==> src/rtl/strb_pkg.sv <==
`timescale 1ns/1ps
package strb_pkg;

    localparam int REG_W    = 32;
    localparam int CNT_W    = 10;
    localparam int TDF_W    = 4;
    localparam int SETUP_FW = 6;
    localparam int PULSE_FW = 7;
    localparam int CYCLE_FW = 9;

    typedef enum logic [1:0] {
        ST_IDLE   = 2'd0,
        ST_ACCESS = 2'd1,
        ST_FLOAT  = 2'd2
    } strb_state_t;

    typedef struct packed {
        logic [CNT_W-1:0] ncs_set;
        logic [CNT_W-1:0] ncs_pul;
        logic [CNT_W-1:0] str_set;
        logic [CNT_W-1:0] str_pul;
        logic [CNT_W-1:0] cyc;
        logic [TDF_W-1:0] tdf;
        logic             ctrl_strobe;
        logic             is_write;
    } strb_cfg_t;

    // high bit weighs 128, low five bits are linear
    function automatic logic [CNT_W-1:0] dec_setup(input logic [SETUP_FW-1:0] f);
        return CNT_W'({f[SETUP_FW-1], 7'b0}) + CNT_W'(f[SETUP_FW-2:0]);
    endfunction

    // high bit weighs 128, low six bits are linear
    function automatic logic [CNT_W-1:0] dec_pulse(input logic [PULSE_FW-1:0] f);
        return CNT_W'({f[PULSE_FW-1], 7'b0}) + CNT_W'(f[PULSE_FW-2:0]);
    endfunction

    // top two bits weigh 256 each step, low seven bits are linear
    function automatic logic [CNT_W-1:0] dec_cycle(input logic [CYCLE_FW-1:0] f);
        return CNT_W'({f[CYCLE_FW-1:CYCLE_FW-2], 8'b0}) + CNT_W'(f[CYCLE_FW-3:0]);
    endfunction

endpackage

==> src/rtl/strb_decode.sv <==
`timescale 1ns/1ps
module strb_decode
    import strb_pkg::*;
(
    input  logic             is_write,
    input  logic [REG_W-1:0] setup_word,
    input  logic [REG_W-1:0] pulse_word,
    input  logic [REG_W-1:0] cycle_word,
    input  logic [REG_W-1:0] mode_word,
    output strb_cfg_t        cfg
);
    // byte lanes shared by the setup and pulse words
    localparam int LANE_STR_WR = 0;
    localparam int LANE_NCS_WR = 8;
    localparam int LANE_STR_RD = 16;
    localparam int LANE_NCS_RD = 24;
    localparam int CYC_WR_LSB  = 0;
    localparam int CYC_RD_LSB  = 16;
    localparam int TDF_LSB     = 16;
    localparam int MODE_RD_SEL = 0;
    localparam int MODE_WR_SEL = 1;

    logic [CNT_W-1:0] cyc_raw;

    always_comb begin
        cfg          = '0;
        cfg.is_write = is_write;
        if (is_write) begin
            cfg.ncs_set     = dec_setup(setup_word[LANE_NCS_WR +: SETUP_FW]);
            cfg.ncs_pul     = dec_pulse(pulse_word[LANE_NCS_WR +: PULSE_FW]);
            cfg.str_set     = dec_setup(setup_word[LANE_STR_WR +: SETUP_FW]);
            cfg.str_pul     = dec_pulse(pulse_word[LANE_STR_WR +: PULSE_FW]);
            cyc_raw         = dec_cycle(cycle_word[CYC_WR_LSB +: CYCLE_FW]);
            cfg.tdf         = '0;
            cfg.ctrl_strobe = mode_word[MODE_WR_SEL];
        end else begin
            cfg.ncs_set     = dec_setup(setup_word[LANE_NCS_RD +: SETUP_FW]);
            cfg.ncs_pul     = dec_pulse(pulse_word[LANE_NCS_RD +: PULSE_FW]);
            cfg.str_set     = dec_setup(setup_word[LANE_STR_RD +: SETUP_FW]);
            cfg.str_pul     = dec_pulse(pulse_word[LANE_STR_RD +: PULSE_FW]);
            cyc_raw         = dec_cycle(cycle_word[CYC_RD_LSB +: CYCLE_FW]);
            cfg.tdf         = mode_word[TDF_LSB +: TDF_W];
            cfg.ctrl_strobe = mode_word[MODE_RD_SEL];
        end
        // a zero length is run as a single cycle
        cfg.cyc = (cyc_raw == '0) ? CNT_W'(1) : cyc_raw;
    end

    logic unused_fields;
    assign unused_fields = ^{setup_word[7:6], setup_word[15:14], setup_word[23:22],
                             setup_word[31:30], pulse_word[7], pulse_word[15],
                             pulse_word[23], pulse_word[31], cycle_word[15:9],
                             cycle_word[31:25], mode_word[31:20], mode_word[15:2]};

endmodule

==> src/rtl/strb_window.sv <==
`timescale 1ns/1ps
module strb_window #(
    parameter int W = 10
) (
    input  logic [W-1:0] cnt,
    input  logic [W-1:0] set_len,
    input  logic [W-1:0] pul_len,
    input  logic         at_last,
    output logic         low,
    output logic         ending
);
    logic [W:0] cnt_x;
    logic [W:0] stop_x;

    always_comb begin
        cnt_x  = {1'b0, cnt};
        stop_x = {1'b0, set_len} + {1'b0, pul_len};
        low    = (cnt_x >= {1'b0, set_len}) && (cnt_x < stop_x);
        // last low cycle: window closes next cycle or the access ends now
        ending = low && (at_last || ((cnt_x + (W+1)'(1)) == stop_x));
    end

endmodule

==> src/rtl/strb_timing_gen.sv <==
`timescale 1ns/1ps
module strb_timing_gen
    import strb_pkg::*;
(
    input  logic             clk,
    input  logic             rst_n,
    input  logic             start_i,
    input  logic             write_i,
    input  logic [REG_W-1:0] setup_i,
    input  logic [REG_W-1:0] pulse_i,
    input  logic [REG_W-1:0] cycle_i,
    input  logic [REG_W-1:0] mode_i,
    output logic             ncs_o,
    output logic             nrd_o,
    output logic             nwe_o,
    output logic             doe_o,
    output logic             sample_o,
    output logic             done_o,
    output logic             busy_o
);
    localparam int N_WIN   = 2;
    localparam int WIN_NCS = 0;
    localparam int WIN_STR = 1;

    strb_state_t      state_q, state_d;
    strb_cfg_t        cfg_q, cfg_dec;
    logic [CNT_W-1:0] k_q;
    logic [TDF_W-1:0] f_q;

    logic             at_last, f_last, need_float;
    logic [CNT_W-1:0] win_set [N_WIN];
    logic [CNT_W-1:0] win_pul [N_WIN];
    logic [N_WIN-1:0] win_low, win_end;

    strb_decode u_decode (
        .is_write   (write_i),
        .setup_word (setup_i),
        .pulse_word (pulse_i),
        .cycle_word (cycle_i),
        .mode_word  (mode_i),
        .cfg        (cfg_dec)
    );

    assign win_set[WIN_NCS] = cfg_q.ncs_set;
    assign win_pul[WIN_NCS] = cfg_q.ncs_pul;
    assign win_set[WIN_STR] = cfg_q.str_set;
    assign win_pul[WIN_STR] = cfg_q.str_pul;

    generate
        for (genvar g = 0; g < N_WIN; g++) begin : g_win
            strb_window #(.W(CNT_W)) u_win (
                .cnt     (k_q),
                .set_len (win_set[g]),
                .pul_len (win_pul[g]),
                .at_last (at_last),
                .low     (win_low[g]),
                .ending  (win_end[g])
            );
        end
    endgenerate

    assign at_last    = (k_q == cfg_q.cyc - CNT_W'(1));
    assign f_last     = (f_q == cfg_q.tdf - TDF_W'(1));
    assign need_float = !cfg_q.is_write && (cfg_q.tdf != '0);

    // next-state logic
    always_comb begin
        state_d = state_q;
        unique case (state_q)
            ST_IDLE:   if (start_i) state_d = ST_ACCESS;          // START
            ST_ACCESS: if (at_last) state_d = need_float ? ST_FLOAT  // FLOAT_ENTER
                                                         : ST_IDLE;  // ACCESS_END
            ST_FLOAT:  if (f_last)  state_d = ST_IDLE;             // FLOAT_END
            default:                state_d = ST_IDLE;
        endcase
    end

    // state register
    always_ff @(posedge clk or negedge rst_n) begin
        if (!rst_n) state_q <= ST_IDLE;
        else        state_q <= state_d;
    end

    // counters and captured configuration
    always_ff @(posedge clk or negedge rst_n) begin
        if (!rst_n) begin
            cfg_q <= '0;
            k_q   <= '0;
            f_q   <= '0;
        end else begin
            unique case (state_q)
                ST_IDLE: begin
                    if (start_i) cfg_q <= cfg_dec;
                    k_q <= '0;
                    f_q <= '0;
                end
                ST_ACCESS: begin
                    k_q <= k_q + CNT_W'(1);
                    f_q <= '0;
                end
                ST_FLOAT: begin
                    f_q <= f_q + TDF_W'(1);
                end
                default: begin
                    k_q <= '0;
                    f_q <= '0;
                end
            endcase
        end
    end

    // outputs
    always_comb begin
        ncs_o    = 1'b1;
        nrd_o    = 1'b1;
        nwe_o    = 1'b1;
        doe_o    = 1'b0;
        sample_o = 1'b0;
        done_o   = 1'b0;
        busy_o   = 1'b1;
        unique case (state_q)
            ST_IDLE: busy_o = 1'b0;
            ST_ACCESS: begin
                ncs_o    = !win_low[WIN_NCS];
                nrd_o    = !(win_low[WIN_STR] && !cfg_q.is_write);
                nwe_o    = !(win_low[WIN_STR] &&  cfg_q.is_write);
                doe_o    = cfg_q.is_write;
                sample_o = cfg_q.ctrl_strobe ? win_end[WIN_STR] : win_end[WIN_NCS];
                done_o   = at_last && !need_float;
            end
            ST_FLOAT: done_o = f_last;
            default:  busy_o = 1'b0;
        endcase
    end

endmodule

==> config.mk <==
export PLATFORM = sky130hd
export DESIGN_NAME = strb_timing_gen
export DESIGN_NICKNAME = d
export VERILOG_FILES = /design/src/rtl/strb_pkg.sv /design/src/rtl/strb_decode.sv /design/src/rtl/strb_window.sv /design/src/rtl/strb_timing_gen.sv
export SDC_FILE = /design/constraint.sdc
export NUM_CORES = 1
export LEC_CHECK = 0
export BUFFER_PORTS_ARGS = -buffer_cell sky130_fd_sc_hd__buf_4
export CAP_MARGIN = 20
export CORE_MARGIN = 2
export CORE_UTILIZATION = 47
export DETAILED_ROUTE_END_ITERATION = 8
export PLACE_DENSITY = 0.77
export SYNTH_ARGS = -nofsm -noshare
export SYNTH_HDL_FRONTEND = slang
export SYNTH_SLANG_ARGS = --single-unit
==> constraint.sdc <==
create_clock -name clk -period 4.1 [get_ports clk]
set_input_delay 1.23 -clock clk [delete_from_list [all_inputs] [get_ports clk]]
set_output_delay 1.23 -clock clk [all_outputs]
set_load 0.01 [all_outputs]
After elaboration in Yosys (flattened, before gate mapping)
Index checks and enable logic that the tools add are counted.

Flip-flop bits (word level): 72. Bits in writable memories: 0. Memories kept: 0. ROM bits: 0. Bits in latches: 0. Output and inout port bits: 7.

$lt $le $gt $ge: 4. Divide/modulo/power cells: 0. Multiplexer cells: 19. $add $sub $neg: 17. Eq/ne operators: 9. Bitwise operators: 0. Shift-type cells: 0. $mul: 0. Reductions and logical operators: 21.

Operator list (count): $mux W40 (1); $add A8 B5 Y9 (4); $add A8 B6 Y9 (4); $add A10 B10 Y11 (2); $eq A11 B11 Y1 (2); $lt A10 B11 Y1 (2); $add A10 B7 Y10 (2); $ge A10 B10 Y1 (2); $mux W10 (2); $pmux W10 S2 (1); $add A10 B1 Y11 const B (1); $add A10 B1 Y10 const B (1); $eq A10 B10 Y1 (1); $logic_not A10 Y1 (1); $sub A10 B1 Y10 const B (1); $logic_and A1 B1 Y1 (8); $mux W2 (4); $mux W1 (7); $ne A2 B2 Y1 const B (3); $pmux W2 S3 (1); $logic_not A1 Y1 (5); $mux W5 (1); $add A4 B1 Y4 const B (1); $eq A4 B4 Y1 (1); 11 further kinds (12).

Depth between registers and ports, before layout
Gate-level depths: netlist (run 1).

Word-level depth: 6. Gate-level depth with buffers: 14. Gate-level depth less buffers: 14.

Cells and area by module
From an unflattened synthesis (run 1), not the netlist that was laid out.

Cells, all modules: 675. Area, all modules: 6620.1 um2.

By module, submodules not included: strb_timing_gen (cells each 282, area each 3414.5 um2, seq. area each 1801.7 um2, times used 1); strb_window (g_win[0].u_win) (cells each 160, area each 1287.5 um2, seq. area each 0.0 um2, times used 1); strb_window (g_win[1].u_win) (cells each 162, area each 1261.2 um2, seq. area each 0.0 um2, times used 1); strb_decode (cells each 71, area each 656.9 um2, seq. area each 0.0 um2, times used 1).

Least setup slack after synthesis (run 1)
Ideal clock, no wire load.

Path kind: flip-flop to output port. From: register cfg_q[46] in the netlist's numbering. To: output sample_o. Path slack: 0.051 ns. Cell stages (with the launch flop): 13. Arrival: 2.819 ns. Buffers on the path: 0. Cells stage by stage: dfrtp_1 > ha_1 > fa_1 > nand3_1 > a21boi_0 > o21ai_0 > ha_1 > a211o_1 > o2111ai_1 > a21oi_1 > a211oi_1 > nand4_1 > a22oi_1.

Longest elaborated chain between the ends: 6.

Ends and longest elaborated chain: from (decl) (line strb_timing_gen.sv:26) `strb_cfg_t cfg_q, cfg_dec;`; from (signal assigned) (line strb_timing_gen.sv:93) `if (start_i) cfg_q <= cfg_dec;`; $add A10 B10 Y11 (line strb_window.sv:17) `stop_x = {1'b0, set_len} + {1'b0, pul_len};`; $lt A10 B11 Y1 / $eq A11 B11 Y1 (equally long branches) (line strb_window.sv:18, strb_window.sv:20); $logic_and A1 B1 Y1 / $logic_or A1 B1 Y1 (equally long branches) (line strb_window.sv:18, strb_window.sv:20); $logic_and A1 B1 Y1 (*) (line strb_window.sv:20) `ending = low && (at_last || ((cnt_x + (W+1)'(1)) == stop_x));`; $mux W1 (*) (line strb_timing_gen.sv:128) `sample_o = cfg_q.ctrl_strobe ? win_end[WIN_STR] : win_end[WIN_NCS];`; $mux W1 (*) (line strb_timing_gen.sv:121) `unique case (state_q)`; to (decl) (line strb_timing_gen.sv:17) `output logic sample_o,`.

Every way passes the cells marked *; elsewhere a longest branch is shown, timed or not.

Worst setup path after layout (run 1)
Same ends and word-level chain as after synthesis.

==> run_results.csv, run 1 <==
group,metric,value,unit
yosys,synth_edf_count,0,
sta,finClkSkew,0.00716,ns
placement,dpl-instance-area,0.00542,sq mm
yosys,synth_mux_area_frac,0.0886,
sta,fmax,230,MHz
worst_setup_path,crit_arrival,3.11,ns
global_routing,gr-usage-all-layers,0.233,
power_and_ir_drop,power_density,716,mW/mm^2
yosys,synth_compound_area_frac,0.133,
worst_setup_path,worstPathRequired,2.87,ns
layout,design_area,0.00591,sq mm
routing,firstDrtPassIters,5,
floorplanning,io-pin-count,139,
sta,min_period,4.34,ns
floorplanning,rows,35,
sta,fin_crit_sh,1.06,
status,status,"finished with violations",
floorplanning,start_util,0.487,
clock_tree,hold_buffers,0,
placement,gp_congestion,0.925,
worst_setup_path,cp_max_fo,3,
floorplanning,die_width,102,microns
routing,routed_via_density,5.37,
sta,rsz0062_at_grt,"yes",
worst_setup_path,cp-end-kind,"output port",
sta,finalSetupViolations,3,
power_and_ir_drop,power_leakage,2.81,nW
power_and_ir_drop,irDropWorstVdd,311,uV
layout,diodes,0,
worst_setup_path,worstSetupPathType,"reg -> out",
sta,finalSetupTns,-0.368,ns
routing,postRouteAntennaNets,0,
worst_setup_path,rrSetupSlack,1.83,ns
clock_tree,cts_tree,"yes",
sta,final_max_slew_viol_count,0,
clock_tree,clockBufferDepth,2,
yosys,yosys.area_share.simple,0.164,
yosys,synthAdderAreaFrac,0.147,
floorplanning,die-area,0.0104,sq mm
power_and_ir_drop,p_int,0.00249,W
yosys,synth_cells,507,
clock_tree,cts_buffers,9,
floorplanning,core,0.00928,sq mm
layout,layout.cells.most_common,"buf_4",
status,violations,"negative setup slack",
yosys,yosysWarnings,0,
sta,tightest_slew,0.775,ns
hold_path,hold_class,"reg -> reg",
power_and_ir_drop,p_sw_frac,0.411,
layout,layout.nets,803,
global_routing,overflow,0,
worst_setup_path,crit_start,"cfg_q[46]$_DFFE_PN0P_",
worst_setup_path,worstSetupStartpointType,"register",
placement,hpwl,8200,microns
sta,hold_viol,0,
layout,area_growth,30.8,%
worst_setup_path,r2r_end,"state_q[1]$_DFFE_PN0P_",
layout,final_layout_size_suffix_gt1_frac,0.289,
hold_path,hold_depth,2,
worst_setup_path,rr_startpoint,"cfg_q[7]$_DFFE_PN0P_",
power_and_ir_drop,switchingPower,0.00174,W
yosys,synth_xor_area_frac,0.105,
routing,num_vias,4035,
clock_tree,cts_root_buf,"clkbuf_8",
floorplanning,chipHeight,102,microns
yosys,synth_top_family_by_area,"simple AND/OR/NAND/NOR gates",
yosys,ys_ff_latch,57,
yosys,synth_area_per_cell,8.92,sq um
yosys,yosysSeqAreaShare,0.316,
routing,drtIter0Drc,206,
run,drv_cap,0,
layout,final_cell_mix,"buf_4, nand2_1, dfrtp_1",
yosys,synth_flop_cell,"dfrtp_1",
placement,port_buffers,86,
routing,drc_errors,0,
worst_setup_path,r2r.worst_path.cells,7,
yosys,async_reset_ff_frac,1.00,
placement,dp_slack,-0.228,ns
layout,nFillCells,745,
routing,wire_per_inst,15.1,microns
power_and_ir_drop,pwr-share-clk,0.136,
sta,setup_slack,-0.244,ns
hold_path,hold_start,"cfg_q[19]$_DFFE_PN0P_",
global_routing,grt_pass1_wl,19200,microns
sta,relSlewSlack,0.484,
yosys,netlist_area,0.00452,sq mm
clock_tree,cts_max_level,3,
global_routing,grt_max_degree,74,
routing,wl,11400,microns
hold_path,hold_end,"cfg_q[19]$_DFFE_PN0P_",
power_and_ir_drop,p_total,0.00423,W
clock_tree,path_clk_slew,0.06,ns
yosys,syn_nets,691,
clock_tree,cts.sinks,57,
global_routing,grt_pass1_vias,4118,
yosys,yosysUniqueCellTypes,47,
power_and_ir_drop,pwr-share-seq,0.242,
global_routing,antenna_found_initial,0,
power_and_ir_drop,p_comb_frac,0.622,
clock_tree,clk_latency,0.34,ns
[how the worst max path moves through the flow]
stage	to	slack, ns	cells after the start
after CTS	sample_o	-0.25	13
after global placement	sample_o	-0.16	13
final	sample_o	-0.24	14
after floorplan	sample_o	0.05	12
after global routing	sample_o	-0.50	15
after detailed placement	sample_o	-0.23	13
[state kept, by name, summed over array words and instances, names as in the netlist]
name / cells
cfg_q: 41
f_q: 4
k_q: 10
state_q: 2
[power by group through the flow]
| stage | Clock [W] | Sequential [W] | Combinational (W) |
|---|---|---|---|
| 3_5_place_dp | 0 | 0.00101 | 0.00223 |
| 5_1_grt | 0.000608 | 0.00106 | 0.00294 |
| 6_report | 0.000575 | 0.00102 | 0.00263 |
| 4_1_cts | 0.000580 | 0.00101 | 0.00246 |
| 2_1_floorplan | 0 | 0.000942 | 0.00154 |
| 3_3_place_gp | 0 | 0.00100 | 0.00211 |
[timing repair]
action / in CTS / in global routing
buffers inserted: 11 / 2
resized for setup: 28 / 18
endpoints found under the hold margin: 0 / 0
setup endpoints to repair: 4 / 5
pin swaps: 12 / 13
[stage by stage]
step / cells / utilization / hold slack (ns)
final: 752 / 0.637 / 0.500
after global routing: 752 / 0.637 / 0.532
after CTS: 749 / 0.626 / 0.499
after detailed placement: 725 / 0.584 / 0.481
after global placement: 725 / 0.584 / 0.478
after floorplan: 507 / - / 0.456
[synthesized netlist by cell type (all sizes together) (3+ instances only)]
library cell,n,share of area
and2,5,0.0069
nor2b,5,0.0069
inv,28,0.023
nand3,16,0.018
dfrtp,57,0.32
a21oi,15,0.017
nand2b,6,0.0083
xor2,16,0.031
nor3,6,0.0066
mux2i,40,0.089
nor4,8,0.011
o21ai,60,0.066
nor2,21,0.017
a211oi,4,0.0066
nand4,4,0.0055
clkbuf,20,0.021
buf,3,0.0025
ha,50,0.14
xnor2,33,0.064
nand2,67,0.056
nand3b,7,0.012
o211ai,3,0.0050
a21boi,5,0.0083
[final cells by class]
type	instances	area, sq um	area share
clock buffer	13	179	0.0303
clock inverter	2	35.0	0.00592
inverter	28	105	0.0178
multi-input combinational	399	3050	0.516
sequential	57	1430	0.241
tap	129	161	0.0273
timing repair buffer	124	955	0.161
[critical path: stages (launching register included)]
cell,delay [ns]
dfrtp_1,0.39
ha_2,0.20
fa_2,0.35
nand3_2,0.09
buf_4,0.10
nand2_1,0.07
xnor2_2,0.17
ha_1,0.18
a211o_1,0.25
o2111ai_2,0.19
a21oi_2,0.05
a211oi_2,0.26
nand4_1,0.14
a22oi_2,0.18
buf_4,0.15
[layer usage]
| layer | vias up | track usage | share of wire |
|---|---|---|---|
| met5 | - | 0 | 0 |
| met3 | 17 | 0.0274 | 0.051 |
| li1 | 1990 | - | - |
| met1 | 1898 | 0.294 | 0.43 |
| met2 | 130 | 0.416 | 0.50 |
| met4 | 0 | 0.0769 | 0.020 |
[cells by family (layout without fill, tap and decap cells)]
logic type / after synthesis / in the layout
muxes: 40 / 40
xor gates and xnor gates: 51 / 51
and+or+nand+nor: 154 / 154
buffers and inverters: 51 / 167
DFF: 57 / 57
AOI/OAI and AO/OA: 102 / 102
adders and majority gates: 52 / 52
Note: power is estimated with default switching activity, not from simulation.
==> inputs of run 2 (changes only) <==
--- a/config.mk
+++ b/config.mk
@@ -8,9 +8,9 @@
 export BUFFER_PORTS_ARGS = -buffer_cell sky130_fd_sc_hd__buf_4
 export CAP_MARGIN = 20
 export CORE_MARGIN = 2
-export CORE_UTILIZATION = 47
+export CORE_UTILIZATION = 53
 export DETAILED_ROUTE_END_ITERATION = 8
-export PLACE_DENSITY = 0.77
+export PLACE_DENSITY_LB_ADDON = 0.3
 export SYNTH_ARGS = -nofsm -noshare
 export SYNTH_HDL_FRONTEND = slang
 export SYNTH_SLANG_ARGS = --single-unit
==> constraint.sdc (replaced) <==
create_clock -name clk -period 4.55 [get_ports clk]
set_input_delay 1.365 -clock clk [delete_from_list [all_inputs] [get_ports clk]]
set_output_delay 1.365 -clock clk [all_outputs]
set_load 0.01 [all_outputs]
==> run_results.csv, run 2 (synthesized netlist as in run 1, its figures left out) <==
group,metric,value,unit
status,status,"finished with violations",
status,violations,"negative setup slack",
routing,firstDrtPassIters,4,
routing,wire_per_inst,14.8,microns
sta,rsz0062_at_grt,"yes",
routing,wl,10600,microns
hold_path,hold_start,"cfg_q[19]$_DFFE_PN0P_",
power_and_ir_drop,p_sw_frac,0.407,
sta,fin_crit_sh,1.02,
floorplanning,io-pin-count,139,
clock_tree,path_clk_slew,0.06,ns
global_routing,antenna_found_initial,0,
global_routing,gr-usage-met2,0.416,
clock_tree,clockBufferDepth,2,
worst_setup_path,r2r_end,"state_q[1]$_DFFE_PN0P_",
clock_tree,cts_max_level,3,
layout,largest_register,"cfg_q",
sta,final_max_slew_viol_count,0,
global_routing,gr-usage-all-layers,0.246,
clock_tree,hold_buffers,0,
power_and_ir_drop,switchingPower,0.00147,W
floorplanning,rows,33,
routing,routed_via_density,5.52,
worst_setup_path,rr_startpoint,"cfg_q[7]$_DFFE_PN0P_",
worst_setup_path,worstSetupPathType,"reg -> out",
layout,final_cell_mix,"buf_4, nand2_1, dfrtp_1",
placement,dp_slack,-0.0233,ns
layout,regArea,0.00143,sq mm
global_routing,grtUsageMet1,0.305,
worst_setup_path,crit_arrival,3.29,ns
worst_setup_path,cp_max_fo,3,
global_routing,grt_pass1_vias,3947,
power_and_ir_drop,irDropWorstVdd,251,uV
worst_setup_path,crit_slowest_cell,"dfrtp_1",
worst_setup_path,worstPathRequired,3.18,ns
worst_setup_path,worstPathCellList,"ha_2 > fa_2 > nand3_2 > a21boi_2 > o21ai_2 > ha_1 > a211o_1 > o2111ai_2 > a21oi_2 > a211oi_2 > nand4_1 > a22oi_2 > buf_4",
worst_setup_path,worst_path_largest_cell_delay,0.40,ns
sta,finalSetupViolations,1,
sta,relSlewSlack,0.523,
power_and_ir_drop,p_int,0.00213,W
power_and_ir_drop,pwr-share-seq,0.257,
layout,multi_input_area,0.00299,sq mm
floorplanning,core,0.00826,sq mm
placement,gp_congestion,0.930,
layout,final_layout_size_suffix_gt1_frac,0.253,
hold_path,hold_class,"reg -> reg",
placement,hpwl,7380,microns
worst_setup_path,crit_start,"cfg_q[36]$_DFFE_PN0P_",
layout,layout.cells.most_common,"buf_4",
power_and_ir_drop,pwr-share-clk,0.160,
placement,placed_cells,679,
power_and_ir_drop,power_leakage,2.72,nW
sta,setup_slack,-0.100,ns
clock_tree,clk_latency,0.35,ns
worst_setup_path,worstSetupStartpointType,"register",
worst_setup_path,r2r.worst_path.cells,7,
worst_setup_path,rrSetupSlack,2.25,ns
sta,min_period,4.65,ns
sta,tightest_slew,0.715,ns
clock_tree,cts_root_buf,"clkbuf_8",
floorplanning,die_width,96.4,microns
routing,drc_errors,0,
floorplanning,start_util,0.547,
clock_tree,cts.sinks,57,
layout,nFillCells,653,
floorplanning,chipHeight,96.4,microns
global_routing,grt_max_degree,74,
global_routing,overflow,0,
layout,area_growth,26.8,%
routing,drtIter0Drc,150,
clock_tree,cts_tree,"yes",
global_routing,grt_pass1_wl,17600,microns
clock_tree,cts_buffers,9,
layout,diodes,0,
worst_setup_path,path_buf_inv,1,
power_and_ir_drop,power_density,628,mW/mm^2
layout,largest_reg_flops,41,
worst_setup_path,cp-end-kind,"output port",
routing,num_vias,3943,
sta,fmax,215,MHz
layout,final_cell_count_no_fill,714,
global_routing,busiest_layer,"met2",
sta,hold_viol,0,
routing,postRouteAntennaNets,0,
worst_setup_path,crit_end,"sample_o",
sta,holdWs,0.486,ns
placement,port_buffers,86,
worst_setup_path,path_delay_family,"compound AO/OA/AOI/OAI gates",
global_routing,grtUsageMet3,0.0626,
power_and_ir_drop,p_comb_frac,0.583,
worst_setup_path,crit_cells,13,
run,drv_cap,0,
sta,finClkSkew,0.00842,ns
floorplanning,die-area,0.00928,sq mm
layout,top_regs,"cfg_q x41, k_q x10, f_q x4",
layout,layout.nets,788,
==> run 2: area by class of cell <==
type | count | share of cell area
multi-input cells | 399 | 0.522
inverters | 28 | 0.0183
clock buffers | 11 | 0.0229
repair buffers | 109 | 0.147
well taps | 105 | 0.0229
clock inverters | 5 | 0.0181
flip-flops and latches | 57 | 0.249
==> run 2: metrics by stage <==
stage               cell area, sq um  total power, W  TNS (ns)  utilization
finish                          5730         0.00360    -0.100        0.694
global route                    5730         0.00392    -0.406        0.694
floorplan                       4520         0.00224         0            -
CTS                             5650         0.00349   -0.0195        0.684
detailed placement              5220         0.00270   -0.0233        0.633
global placement                5220         0.00263         0        0.633
==> run 2: tightest hold or removal path, cell delays in order, from the launching register on <==
cell and delay [ns]:
dfrtp_1 0.35, nand2_1 0.05, o21ai_0 0.06
==> run 2: power by group through the flow <==
stage | Sequential [W] | Clock (W) | Combinational (W)
3_3_place_gp | 0.000912 | 0 | 0.00172
2_1_floorplan | 0.000849 | 0 | 0.00139
4_1_cts | 0.000922 | 0.000579 | 0.00199
3_5_place_dp | 0.000919 | 0 | 0.00178
5_1_grt | 0.000957 | 0.000606 | 0.00236
6_report | 0.000924 | 0.000577 | 0.00210
==> run 2: metal layers <==
layer,vias to the layer above,share of wire
met2,121,0.49
met3,21,0.055
li1,1957,-
met5,-,0
met1,1844,0.44
met4,0,0.019
==> run 2: worst min path at each step <==
stage,end,depth (start not counted)
2_1_floorplan,cfg_q[16]$_DFFE_PN0P_,2
6_report,cfg_q[19]$_DFFE_PN0P_,2
4_1_cts,cfg_q[19]$_DFFE_PN0P_,2
5_1_grt,f_q[0]$_DFF_PN0_,1
3_5_place_dp,cfg_q[19]$_DFFE_PN0P_,2
3_3_place_gp,cfg_q[19]$_DFFE_PN0P_,2
==> run 2: what timing repair did <==
action                                 in CTS  in global routing
pin swaps                                  12                 12
endpoints found under the hold margin       0                  0
cloned                                      0                  0
setup endpoints to repair                   2                  4
setup buffers                              14                  5
resized for setup                          17                 14
